### config.mk
export PLATFORM = sky130hd
export DESIGN_NAME = pin_noise_filter
export DESIGN_NICKNAME = d
export VERILOG_FILES = /design/src/rtl/nf_pkg.sv /design/src/rtl/nf_rate_gen.sv /design/src/rtl/nf_channel.sv /design/src/rtl/pin_noise_filter.sv
export SDC_FILE = /design/constraint.sdc
export NUM_CORES = 1
export LEC_CHECK = 0
export BUFFER_PORTS_ARGS = -buffer_cell sky130_fd_sc_hd__clkbuf_2
export CAP_MARGIN = 20
export CORE_UTILIZATION = 45
export DETAILED_ROUTE_END_ITERATION = 8
export PLACE_DENSITY = 0.79
export SETUP_SLACK_MARGIN = 0.5
export SLEW_MARGIN = 30
export SYNTH_ARGS = -nofsm -noshare
export SYNTH_HDL_FRONTEND = slang
export SYNTH_SLANG_ARGS = --single-unit
### constraint.sdc
create_clock -name clk -period 3.09 [get_ports clk]
set_input_delay 0.7725 -clock clk [delete_from_list [all_inputs] [get_ports clk]]
set_output_delay 0.7725 -clock clk [all_outputs]
set_load 0.02 [all_outputs]
### src/rtl/nf_pkg.sv
package nf_pkg;

    localparam int CFG_W   = 8;
    localparam int EN_BIT  = 7;
    localparam int SEL_BIT = 0;

    typedef struct packed {
        logic en;
        logic sel;
    } nf_ctrl_t;

endpackage

### src/rtl/nf_rate_gen.sv
module nf_rate_gen #(
    parameter int DIV    = 4,
    parameter int SETTLE = 3
) (
    input  logic clk,
    input  logic rst_n,
    input  logic sel,
    input  logic restart,
    output logic tick,
    output logic ready
);

    localparam int DW = (DIV > 1) ? $clog2(DIV) : 1;
    localparam int CW = $clog2(SETTLE + 1);

    typedef struct packed {
        logic [DW-1:0] div;
        logic [CW-1:0] cnt;
    } rg_state_t;

    rg_state_t st_d, st_q;

    always_comb begin
        st_d     = st_q;
        st_d.div = st_q.div + DW'(1);
        tick     = sel ? (st_q.div == DW'(DIV - 1)) : 1'b1;
        if (restart) begin
            st_d.cnt = CW'(SETTLE);
        end else if (tick && (st_q.cnt != '0)) begin
            st_d.cnt = st_q.cnt - CW'(1);
        end
    end

    always_ff @(posedge clk or negedge rst_n) begin
        if (!rst_n) begin
            st_q <= '0;
        end else begin
            st_q <= st_d;
        end
    end

    assign ready = (st_q.cnt == '0);


    div_spacing_chk: assert property (@(posedge clk) disable iff (!rst_n)
        (sel && tick && !restart) |=> !tick);


    restart_ready_chk: assert property (@(posedge clk) disable iff (!rst_n)
        restart |=> !ready);

endmodule

### src/rtl/nf_channel.sv
module nf_channel #(
    parameter int SYNC  = 2,
    parameter int NSAMP = 3
) (
    input  logic clk,
    input  logic rst_n,
    input  logic pin,
    input  logic en,
    input  logic tick,
    input  logic clear,
    output logic level,
    output logic rise,
    output logic fall
);

    typedef struct packed {
        logic [SYNC-1:0]  sync;
        logic [NSAMP-1:0] hist;
        logic             level;
        logic             prev;
    } ch_state_t;

    ch_state_t st_d, st_q;
    logic             synced;
    logic [NSAMP-1:0] hist_sh;

    always_comb begin
        st_d     = st_q;
        synced   = st_q.sync[SYNC-1];
        hist_sh  = {st_q.hist[NSAMP-2:0], synced};
        st_d.sync = {st_q.sync[SYNC-2:0], pin};
        if (clear) begin
            st_d.hist = {NSAMP{synced}};
        end else if (tick) begin
            st_d.hist = hist_sh;
        end
        if (!en) begin
            st_d.level = synced;
        end else if (tick && !clear) begin
            if (&hist_sh) begin
                st_d.level = 1'b1;
            end else if (~|hist_sh) begin
                st_d.level = 1'b0;
            end
        end else if (tick && clear) begin
            st_d.level = st_q.level;
        end
        st_d.prev = st_q.level;
    end

    always_ff @(posedge clk or negedge rst_n) begin
        if (!rst_n) begin
            st_q <= '0;
        end else begin
            st_q <= st_d;
        end
    end

    assign level = st_q.level;
    assign rise  = st_q.level & ~st_q.prev;
    assign fall  = ~st_q.level & st_q.prev;


    edge_excl_chk: assert property (@(posedge clk) disable iff (!rst_n)
        !(rise && fall));


    rise_single_chk: assert property (@(posedge clk) disable iff (!rst_n)
        rise |=> !rise);


    hold_between_ticks_chk: assert property (@(posedge clk) disable iff (!rst_n)
        (en && !tick) |=> $stable(level));

endmodule

### src/rtl/pin_noise_filter.sv
module pin_noise_filter #(
    parameter int NCH   = 2,
    parameter int DIV   = 4,
    parameter int NSAMP = 3,
    parameter int SYNC  = 2
) (
    input  logic           clk,
    input  logic           rst_n,
    input  logic           cfg_we,
    input  logic [7:0]     cfg_wdata,
    output logic [7:0]     cfg_rdata,
    input  logic [NCH-1:0] pin_in,
    output logic [NCH-1:0] lvl_out,
    output logic [NCH-1:0] rise_out,
    output logic [NCH-1:0] fall_out,
    output logic           ready
);

    import nf_pkg::*;

    nf_ctrl_t ctrl_d, ctrl_q;
    logic     restart;
    logic     tick;

    always_comb begin
        ctrl_d  = ctrl_q;
        restart = 1'b0;
        if (cfg_we) begin
            ctrl_d.en  = cfg_wdata[EN_BIT];
            ctrl_d.sel = cfg_wdata[SEL_BIT];
            restart    = (cfg_wdata[SEL_BIT] != ctrl_q.sel) ||
                         (cfg_wdata[EN_BIT] && !ctrl_q.en);
        end
        cfg_rdata          = '0;
        cfg_rdata[EN_BIT]  = ctrl_q.en;
        cfg_rdata[SEL_BIT] = ctrl_q.sel;
    end

    always_ff @(posedge clk or negedge rst_n) begin
        if (!rst_n) begin
            ctrl_q <= '0;
        end else begin
            ctrl_q <= ctrl_d;
        end
    end

    nf_rate_gen #(.DIV(DIV), .SETTLE(NSAMP)) u_rate (
        .clk     (clk),
        .rst_n   (rst_n),
        .sel     (ctrl_q.sel),
        .restart (restart),
        .tick    (tick),
        .ready   (ready)
    );

    for (genvar c = 0; c < NCH; c++) begin : g_ch
        nf_channel #(.SYNC(SYNC), .NSAMP(NSAMP)) u_ch (
            .clk   (clk),
            .rst_n (rst_n),
            .pin   (pin_in[c]),
            .en    (ctrl_q.en),
            .tick  (tick),
            .clear (restart),
            .level (lvl_out[c]),
            .rise  (rise_out[c]),
            .fall  (fall_out[c])
        );
    end


    cfg_store_chk: assert property (@(posedge clk) disable iff (!rst_n)
        cfg_we |=> (cfg_rdata[EN_BIT] == $past(cfg_wdata[EN_BIT])) &&
                   (cfg_rdata[SEL_BIT] == $past(cfg_wdata[SEL_BIT])));


    cfg_pad_chk: assert property (@(posedge clk) disable iff (!rst_n)
        cfg_rdata[6:1] == 6'd0);


    rise_level_chk: assert property (@(posedge clk) disable iff (!rst_n)
        (|(rise_out & ~lvl_out)) == 1'b0);

endmodule

==> results.json <==
{
  "dr_total_vias": 532,
  "slew_viol_final": 0,
  "die_area_um2": 2180,
  "clk_pin_slew_ns": 0.10,
  "ys_ff_latch": 18,
  "io_pins": 28,
  "async_reset_ff_share_pct": 100,
  "drv_cap": 0,
  "cts_tree": "built",
  "cp-end-kind": "primary output",
  "ys_types": 23,
  "fin_crit_ns": 1.93,
  "drive_above_1_share_pct": 32.2,
  "hpwl_um": 890,
  "p_sw_uw": 212,
  "wl_per_cell_um": 10.3,
  "first_global_vias": 515,
  "grt_pass1_wl_um": 2080,
  "synth_edf_count": 0,
  "synth_common_cells": "18 x dfrtp_1, 14 x buf_4, 8 x nor2b_1",
  "synth_area_leaders": "dfrtp_1 50%, buf_4 12%, nor2b_1 5.6%",
  "ys_warn_count": 0,
  "area_delta_synth_final_pct": 5.00,
  "fin_skew_ns": 0.00147,
  "pwr-share-clk_pct": 22.6,
  "worstPathMaxFanout": 5,
  "vdd.ir_drop.worst_mv": 0.427,
  "critical_path_class": "reg -> out",
  "grt_use_total_pct": 13.8,
  "internal-power_uw": 425,
  "worstSetupStartpointType": "register",
  "root_buffer": "clkbuf_4",
  "ant_nets": 0,
  "numClockSinks": 18,
  "run_status": "finished, final reports clean",
  "setup_tns_ns": 0,
  "fin_crit_sh_pct": 62.5,
  "post_cts_buffers": 0,
  "p_leak_nw": 0.469,
  "cp.required_ns": 2.32,
  "cellPowerDensity_nw_per_um2": 674,
  "worstSkewPairLatency_ns": 0.29,
  "stdcell_count": 112,
  "post_dp_cell_area_um2": 910,
  "ctsResizeCount": 0,
  "synth.avg_cell_area_um2": 11.5,
  "design_power_total_uw": 637,
  "hold_viol_final": 0,
  "synth_seq_area_share_pct": 50.0,
  "combPwrFrac_pct": 29.4,
  "drt_iter0_markers": 6,
  "critPathArrivalTime_ns": 1.16,
  "cts_buffers": 3,
  "gp_congestion": 0.641,
  "tightest_slew_ns": 0.600,
  "power_frac_seq_pct": 48.1,
  "drt-total-wl_um": 1150,
  "hold_path_class": "reg -> reg",
  "port_buffers": 15,
  "antenna_found_initial": 0,
  "p_sw_share_pct": 33.3,
  "h-tree-depth": 1,
  "die_w_um": 46.7,
  "setup_viol": 0,
  "fmax_mhz": 518,
  "synth_most_common_cell": "dfrtp_1",
  "cts_hold_buf": 0,
  "relSlewSlack_pct": 59.9,
  "final_area_um2": 946,
  "dieHeight_um": 46.7,
  "core-area_um2": 1800,
  "cts_buffer_depth": 2,
  "grt_max_degree": 19,
  "grt_overflow_total": 0,
  "synth_top_cell_area_share_pct": 50.0,
  "synth-main-ff-cell": "dfrtp_1",
  "whs_ns": 0.356,
  "diodes": 0,
  "first_pass_iters": 4,
  "syn_area_um2": 901,
  "yosys.area.top_type": "dfrtp_1",
  "drcViolationCount": 0,
  "fin_nets": 103,
  "initial_core_util_pct": 50.0,
  "rows": 15,
  "vias_per_cell": 4.75,
  "rsz0062_at_grt": "no",
  "synthCells": 78,
  "place_inst": 108
}
==> final cells by class <==
type,count,area (µm²)
sequential,18,450
clock buffer,4,36.3
multi-input combinational,46,338
timing repair buffer,15,75.1
fill,171,856
inverter,4,15.0
tap,25,31.3
==> layout by cell type, fill, tap and decap left out, drive strengths merged, types with 3 or more instances in the layout <==
cell     n
clkbuf  19
dfrtp   18
nor2b    8
conb     6
a21oi    5
inv      4
mux2i    4
nor2     4
o21ai    4
mux2     4
nand3    3
==> worst max-delay path: stages (launching register included) <==
cell and delay, ns:
dfrtp_1 0.40, inv_1 0.06, ha_1 0.21, clkbuf_2 0.19
==> final timing paths <==
kind                                 startpoint                      end  slack [ns]  cells past startpoint
setup / recovery                 u_rate.st_q[0]                    ready        1.16                      3
hold / removal             g_ch[1].u_ch.st_d[6]  g_ch[1].u_ch.hist_sh[0]        0.36                      0
setup reg to reg                 u_rate.st_q[2]  g_ch[1].u_ch.hist_sh[1]        1.37                      4
hold reg to reg            g_ch[1].u_ch.st_d[6]  g_ch[1].u_ch.hist_sh[0]        0.36                      0
max in group asynchronous                 rst_n           u_rate.st_q[2]        2.39                      1
min in group asynchronous                 rst_n           u_rate.st_q[1]        0.40                      1
==> through the flow <==
| stage | utilization [%] | setup WS, ns |
|---|---|---|
| 5_1_grt | 52.5 | 1.10 |
| 3_3_place_gp | 50.5 | 1.38 |
| 6_report | 52.5 | 1.16 |
| 2_1_floorplan | - | 1.55 |
| 4_1_cts | 52.5 | 1.15 |
| 3_5_place_dp | 50.5 | 1.36 |
==> logic make-up (layout without fill, tap and decap cells) <==
kind of cell,Yosys count,in the layout,synth area share [%]
AOI/OAI and AO/OA,12,12,11.0
muxes,8,8,10.3
other,1,6,0.416
xor gates and xnor gates,1,1,0.972
adders and majority gates,2,2,2.78
DFF,18,18,50.0
and+or+nand+nor,17,17,10.0
buffers and inverters,19,23,14.6
==> metal layers <==
| metal | vias to the layer above | global-route usage (%) | share of wire [%] |
|---|---|---|---|
| met4 | 0 | 3.43 | 0.44 |
| met3 | 2 | 5.77 | 5.0 |
| li1 | 261 | - | - |
| met2 | 16 | 24.7 | 52 |
| met1 | 253 | 15.1 | 43 |
| met5 | - | 0 | 0 |
==> sequential cells by signal, indices dropped and copies added, names as in the netlist <==
signal and cells:
g_ch.u_ch.st_d 2, cfg_rdata 2, g_ch.u_ch.level 2, g_ch.u_ch.hist_sh 6, u_rate.st_q 4, g_ch.u_ch.st_q 2
==> power groups by stage <==
stage / registers [mW] / clock network, mW / logic [mW]
after CTS: 0.308 / 0.148 / 0.191
after global routing: 0.313 / 0.153 / 0.213
after detailed placement: 0.313 / 0 / 0.191
after global placement: 0.308 / 0 / 0.182
final: 0.306 / 0.144 / 0.187
after floorplan: 0.304 / 0 / 0.185
Power figures use the tool's default switching activity.
